**config.mk**
```make
export PLATFORM = sky130hd
export DESIGN_NAME = qspi_cmd_frontend
export DESIGN_NICKNAME = d
export VERILOG_FILES = /design/src/rtl/qspi_cmd_frontend.sv
export SDC_FILE = /design/constraint.sdc
export NUM_CORES = 1
export LEC_CHECK = 0
export BUFFER_PORTS_ARGS = -buffer_cell sky130_fd_sc_hd__buf_2
export CORE_MARGIN = 10
export CORE_UTILIZATION = 60
export CTS_CLUSTER_DIAMETER = 120
export DETAILED_ROUTE_END_ITERATION = 8
export PLACE_DENSITY_LB_ADDON = 0.2
export SLEW_MARGIN = 20
export SYNTH_ARGS = -nofsm -noshare
export SYNTH_HDL_FRONTEND = slang
export SYNTH_SLANG_ARGS = --single-unit
```
**constraint.sdc**
```tcl
create_clock -name clk -period 5.8 [get_ports clk]
set_input_delay 0 -clock clk [delete_from_list [all_inputs] [get_ports clk]]
set_output_delay 0 -clock clk [all_outputs]
set_load 0.03 [all_outputs]
```
**src/rtl/qspi_cmd_frontend.sv**
```systemverilog
module qspi_cmd_frontend #(
  parameter int RST_CYCLES = 1500,
  parameter int OPW        = 8,
  parameter int LANES      = 4
) (
  input  logic           clk,
  input  logic           rst_n,
  input  logic           cs_n,
  input  logic           sclk,
  input  logic [LANES-1:0] sio,
  input  logic           quad_en,
  output logic           op_valid,
  output logic [OPW-1:0] op_code,
  output logic           quad_mode
);
  localparam int LCW  = $clog2(RST_CYCLES + 1);
  localparam int CNTW = $clog2(OPW);
  localparam logic [CNTW-1:0] LAST_SINGLE = CNTW'(OPW - 1);
  localparam logic [CNTW-1:0] LAST_QUAD   = CNTW'(OPW / LANES - 1);
  localparam logic [OPW-1:0] OPC_QUAD_ON  = 8'h38;
  localparam logic [OPW-1:0] OPC_QUAD_OFF = 8'hFF;
  localparam logic [OPW-1:0] OPC_ARM      = 8'h66;
  localparam logic [OPW-1:0] OPC_RESET    = 8'h99;

  logic cs_m, cs_s, cs_d;
  logic ck_m, ck_s, ck_d;
  logic [LANES-1:0] io_m, io_s;

  always_ff @(posedge clk or negedge rst_n)
    if (!rst_n) begin
      {cs_m, cs_s, cs_d} <= '0;
      {ck_m, ck_s, ck_d} <= '0;
      io_m <= '0;
      io_s <= '0;
    end else begin
      cs_m <= cs_n;  cs_s <= cs_m;  cs_d <= cs_s;
      ck_m <= sclk;  ck_s <= ck_m;  ck_d <= ck_s;
      io_m <= sio;   io_s <= io_m;
    end

  wire cs_fall = cs_d & ~cs_s;
  wire ck_rise = ck_s & ~ck_d;

  logic in_frame, got_byte;
  logic [CNTW-1:0] bit_cnt;
  logic [OPW-1:0]  shreg;
  logic [LCW-1:0]  lock_cnt;
  logic            armed;
  logic            locked;

  wire shift_en = in_frame & ~cs_s & ~got_byte & ck_rise;
  wire [OPW-1:0] nxt = quad_mode ? {shreg[OPW-LANES-1:0], io_s} : {shreg[OPW-2:0], io_s[0]};
  wire is_last  = (bit_cnt == (quad_mode ? LAST_QUAD : LAST_SINGLE));
  wire byte_done = shift_en & is_last;
  assign locked = (lock_cnt != '0);
  wire accept = byte_done & ~locked;

  always_ff @(posedge clk or negedge rst_n)
    if (!rst_n) begin
      in_frame <= 1'b0;
      got_byte <= 1'b0;
      bit_cnt  <= '0;
      shreg    <= '0;
    end else if (cs_s) begin
      in_frame <= 1'b0;
      got_byte <= 1'b0;
      bit_cnt  <= '0;
    end else if (cs_fall) begin
      in_frame <= 1'b1;
      got_byte <= 1'b0;
      bit_cnt  <= '0;
    end else if (shift_en) begin
      shreg   <= nxt;
      bit_cnt <= bit_cnt + 1'b1;
      if (is_last) got_byte <= 1'b1;
    end

  always_ff @(posedge clk or negedge rst_n)
    if (!rst_n) begin
      op_valid  <= 1'b0;
      op_code   <= '0;
      quad_mode <= 1'b0;
      armed     <= 1'b0;
      lock_cnt  <= '0;
    end else begin
      op_valid <= accept;
      if (accept) begin
        op_code <= nxt;
        armed   <= (nxt == OPC_ARM);
        unique case (nxt)
          OPC_QUAD_ON:  if (quad_en) quad_mode <= 1'b1;
          OPC_QUAD_OFF: quad_mode <= 1'b0;
          OPC_RESET:    if (armed) quad_mode <= 1'b0;
          default: ;
        endcase
      end
      if (accept && nxt == OPC_RESET && armed)
        lock_cnt <= LCW'(RST_CYCLES);
      else if (locked)
        lock_cnt <= lock_cnt - 1'b1;
    end
endmodule

```
==> reports/metrics.csv <==
metric,value,unit
status,completed,
grt_pass1_vias,1463,
drt_iter0_drc,163,
switching_share,25.34,%
antenna_found_initial,0,
layout_common_cells,"dfrtp_1 (48), nand2_1 (20), buf_2 (17), a21oi_1 (15)",
dieWidth,79.87,um
post_cts_buffers,0,
tns,0,ps
worst_slew_pin_slew,680.3,ps
via_count,1538,
end_kind,flop,
synth_flop_cell,dfrtp_1,
synth_cells,201,
cp-start-kind,flop,
power_per_cell_area,262.3,nW/um^2
hp-class,input port to asynchronous set/reset pin,
path_buf_inv,0,
rsz0062_at_grt,false,
synth_top_area_share,55.85,%
wl_per_cell,14.92,um
yosysWarnings,0,
cts-buffers-inserted,5,
synth_enable_flop_cells,0,
cts_tree,built,
syn_to_final_growth,11.75,%
synth_seq_cells,48,
cts.htree.levels,2,
finalCritPeriodShare,39.67,%
seqPwrFrac,60.0,%
avgSynthCellArea,10.70,sq um
cts_buffer_depth,2,
dp_slack,3527,ps
critPathArrivalTime,2560,ps
yosys.area.top_type,dfrtp_1,
clock.fmax,0.4346,GHz
path_delay_family,simple AND/OR/NAND/NOR gates,
holdWs,152.4,ps
initial_core_util,63.46,%
async_reset_ff_share,100.0,%
overflow,0,
synth.distinct_cells,47,
clock_latency,370,ps
ant_nets,0,
vdd_ir_drop_max,209.3,uV
total_power,0.6305,mW
setup_ws,3499,ps
crit_path_max_fanout,18,
synth_nets,213,
grt_start_max_net_pins,49,
fp.coreArea,3390,sq um
synth_area_leaders,"dfrtp_1 (56%), a21oi_1 (3.5%), nand2_1 (3.5%)",
power.share.clock,31.5,%
path_clk_slew,150,ps
relSlewSlack,54.65,%
routabilityCongestion,0.8951,
wl,4044,um
min_period,2301,ps
p_comb_share,8.6,%
layout-drive-gt1-share,14.22,%
diodes,0,
critical_path_class,flop to flop,
num_rows,21,
cap_violations,0,
cts_root_buf,clkbuf_4,
first_pass_iters,4,
hold_violations,0,
drc_errors,0,
ys_seq_area_share,55.85,%
syn_area,2151,sq um
grt_pass1_wl,7044,um
viasPerCell,5.675,
worst_path_largest_cell_delay,680,ps
cp.required,6060,ps
fin_skew,18.63,ps
cts-resized-gates,0,
hpwl,2846,um
die_area,6379,sq um
io_buffers,18,
clock-sinks,48,
final_common_cell,dfrtp_1,
critical-path-slowest-cell,or4_1,
crit_chain,"or4_1, nor4_4, nand2_4, o21ai_0, nand3_1",
final_nets,236,
die_h,79.87,um
setup_viol,0,
total_leakage_power,1.176,nW
switchingPower,0.1598,mW
finalMaxSlewViolations,0,
p_int,0.4708,mW
grt_usage,13.79,%
io_pins,19,
==> layout make-up <==
type                            count  area, sq um
Clock buffer                        5        37.54
Sequential cell                    48         1201
Tap cell                           46        57.56
Inverter                            5        18.77
Timing Repair Buffer               26        172.7
Multi-Input combinational cell    138        868.3
Clock inverter                      3        47.55
Fill cell                         259        985.9
==> registers in the layout, indices dropped and copies added (netlist names) <==
signal	flops
quad_mode	1
cs_m	1
bit_cnt	3
shreg	7
got_byte	1
lock_cnt	11
op_valid	1
op_code	8
ck_m	1
io_s	4
io_m	4
armed	1
in_frame	1
ck_s	1
ck_d	1
cs_s	1
cs_d	1
==> synth_stat cells (2+ instances only) <==
master / instances
dfrtp_1: 48
nand2_1: 20
a21oi_1: 15
nor2_1: 13
nor3_1: 13
o21ai_1: 7
mux2i_1: 6
inv_1: 5
nand2b_1: 5
buf_4: 4
nand3_1: 4
nor4_1: 4
o21ai_0: 4
or3_1: 4
ha_1: 3
nand4_1: 3
o31ai_1: 3
xnor2_1: 3
a21o_1: 2
a32oi_1: 2
and2_1: 2
buf_1: 2
buf_2: 2
nand4b_1: 2
o22ai_1: 2
xor2_1: 2
==> per-stage QoR <==
step,area (sq um),util (%),instances
5_1_grt,2404,70.91,271
6_report,2404,70.91,271
2_1_floorplan,2151,-,201
3_3_place_gp,2236,65.97,255
3_5_place_dp,2236,65.97,255
4_1_cts,2401,70.84,271
==> power groups by stage <==
stage | Sequential (mW) | Combinational, mW | Clock (mW)
final | 0.378 | 0.0540 | 0.198
after floorplan | 0.377 | 0.0352 | 0
after global routing | 0.382 | 0.0614 | 0.220
after global placement | 0.382 | 0.0477 | 0
after detailed placement | 0.384 | 0.0491 | 0
after CTS | 0.377 | 0.0540 | 0.206
==> cell families (layout without fill, tap and decap cells) <==
family,after synthesis,in the layout,share of synthesized area [%]
buffers and inverters,15,39,3.781
DFF,48,48,55.85
adders and majority gates,3,3,1.745
and+or+nand+nor,83,83,21.41
AOI/OAI and AO/OA,40,40,11.87
xor gates and xnor gates,5,5,2.036
muxes,7,7,3.316
==> worst register-to-register path, cell delays in order (launching register included) <==
cell and delay, ps:
dfrtp_1 420, or4_1 680, nor4_4 530, nand2_4 250, o21ai_0 230, nand3_1 100
==> layer usage <==
layer / track usage (%) / share of wire [%]
met1: 17.89 / 46
met2: 20.23 / 45
met3: 5.743 / 8.2
met4: 4.754 / 1.3
met5: 0 / 0
==> path summary, 6_finish.rpt <==
kind                       slack [ps]     endpoint  cells after the start   startpoint
setup / recovery                 3500    quad_mode                      5  lock_cnt[5]
min in group clk                  270      io_m[3]                      2       sio[3]
hold / removal                    150   op_code[0]                      2        rst_n
hold reg to reg                   360         ck_s                      0         ck_m
setup reg to reg                 3500    quad_mode                      5  lock_cnt[5]
max in group asynchronous        5230  lock_cnt[3]                      2        rst_n
==> what timing repair did <==
| item | in CTS | in global routing |
|---|---|---|
| hold buffers | 8 | 0 |
| hold endpoints to repair | 55 | 0 |
| setup endpoints to repair | 0 | 0 |
Note: power is estimated with default switching activity, not from simulation.
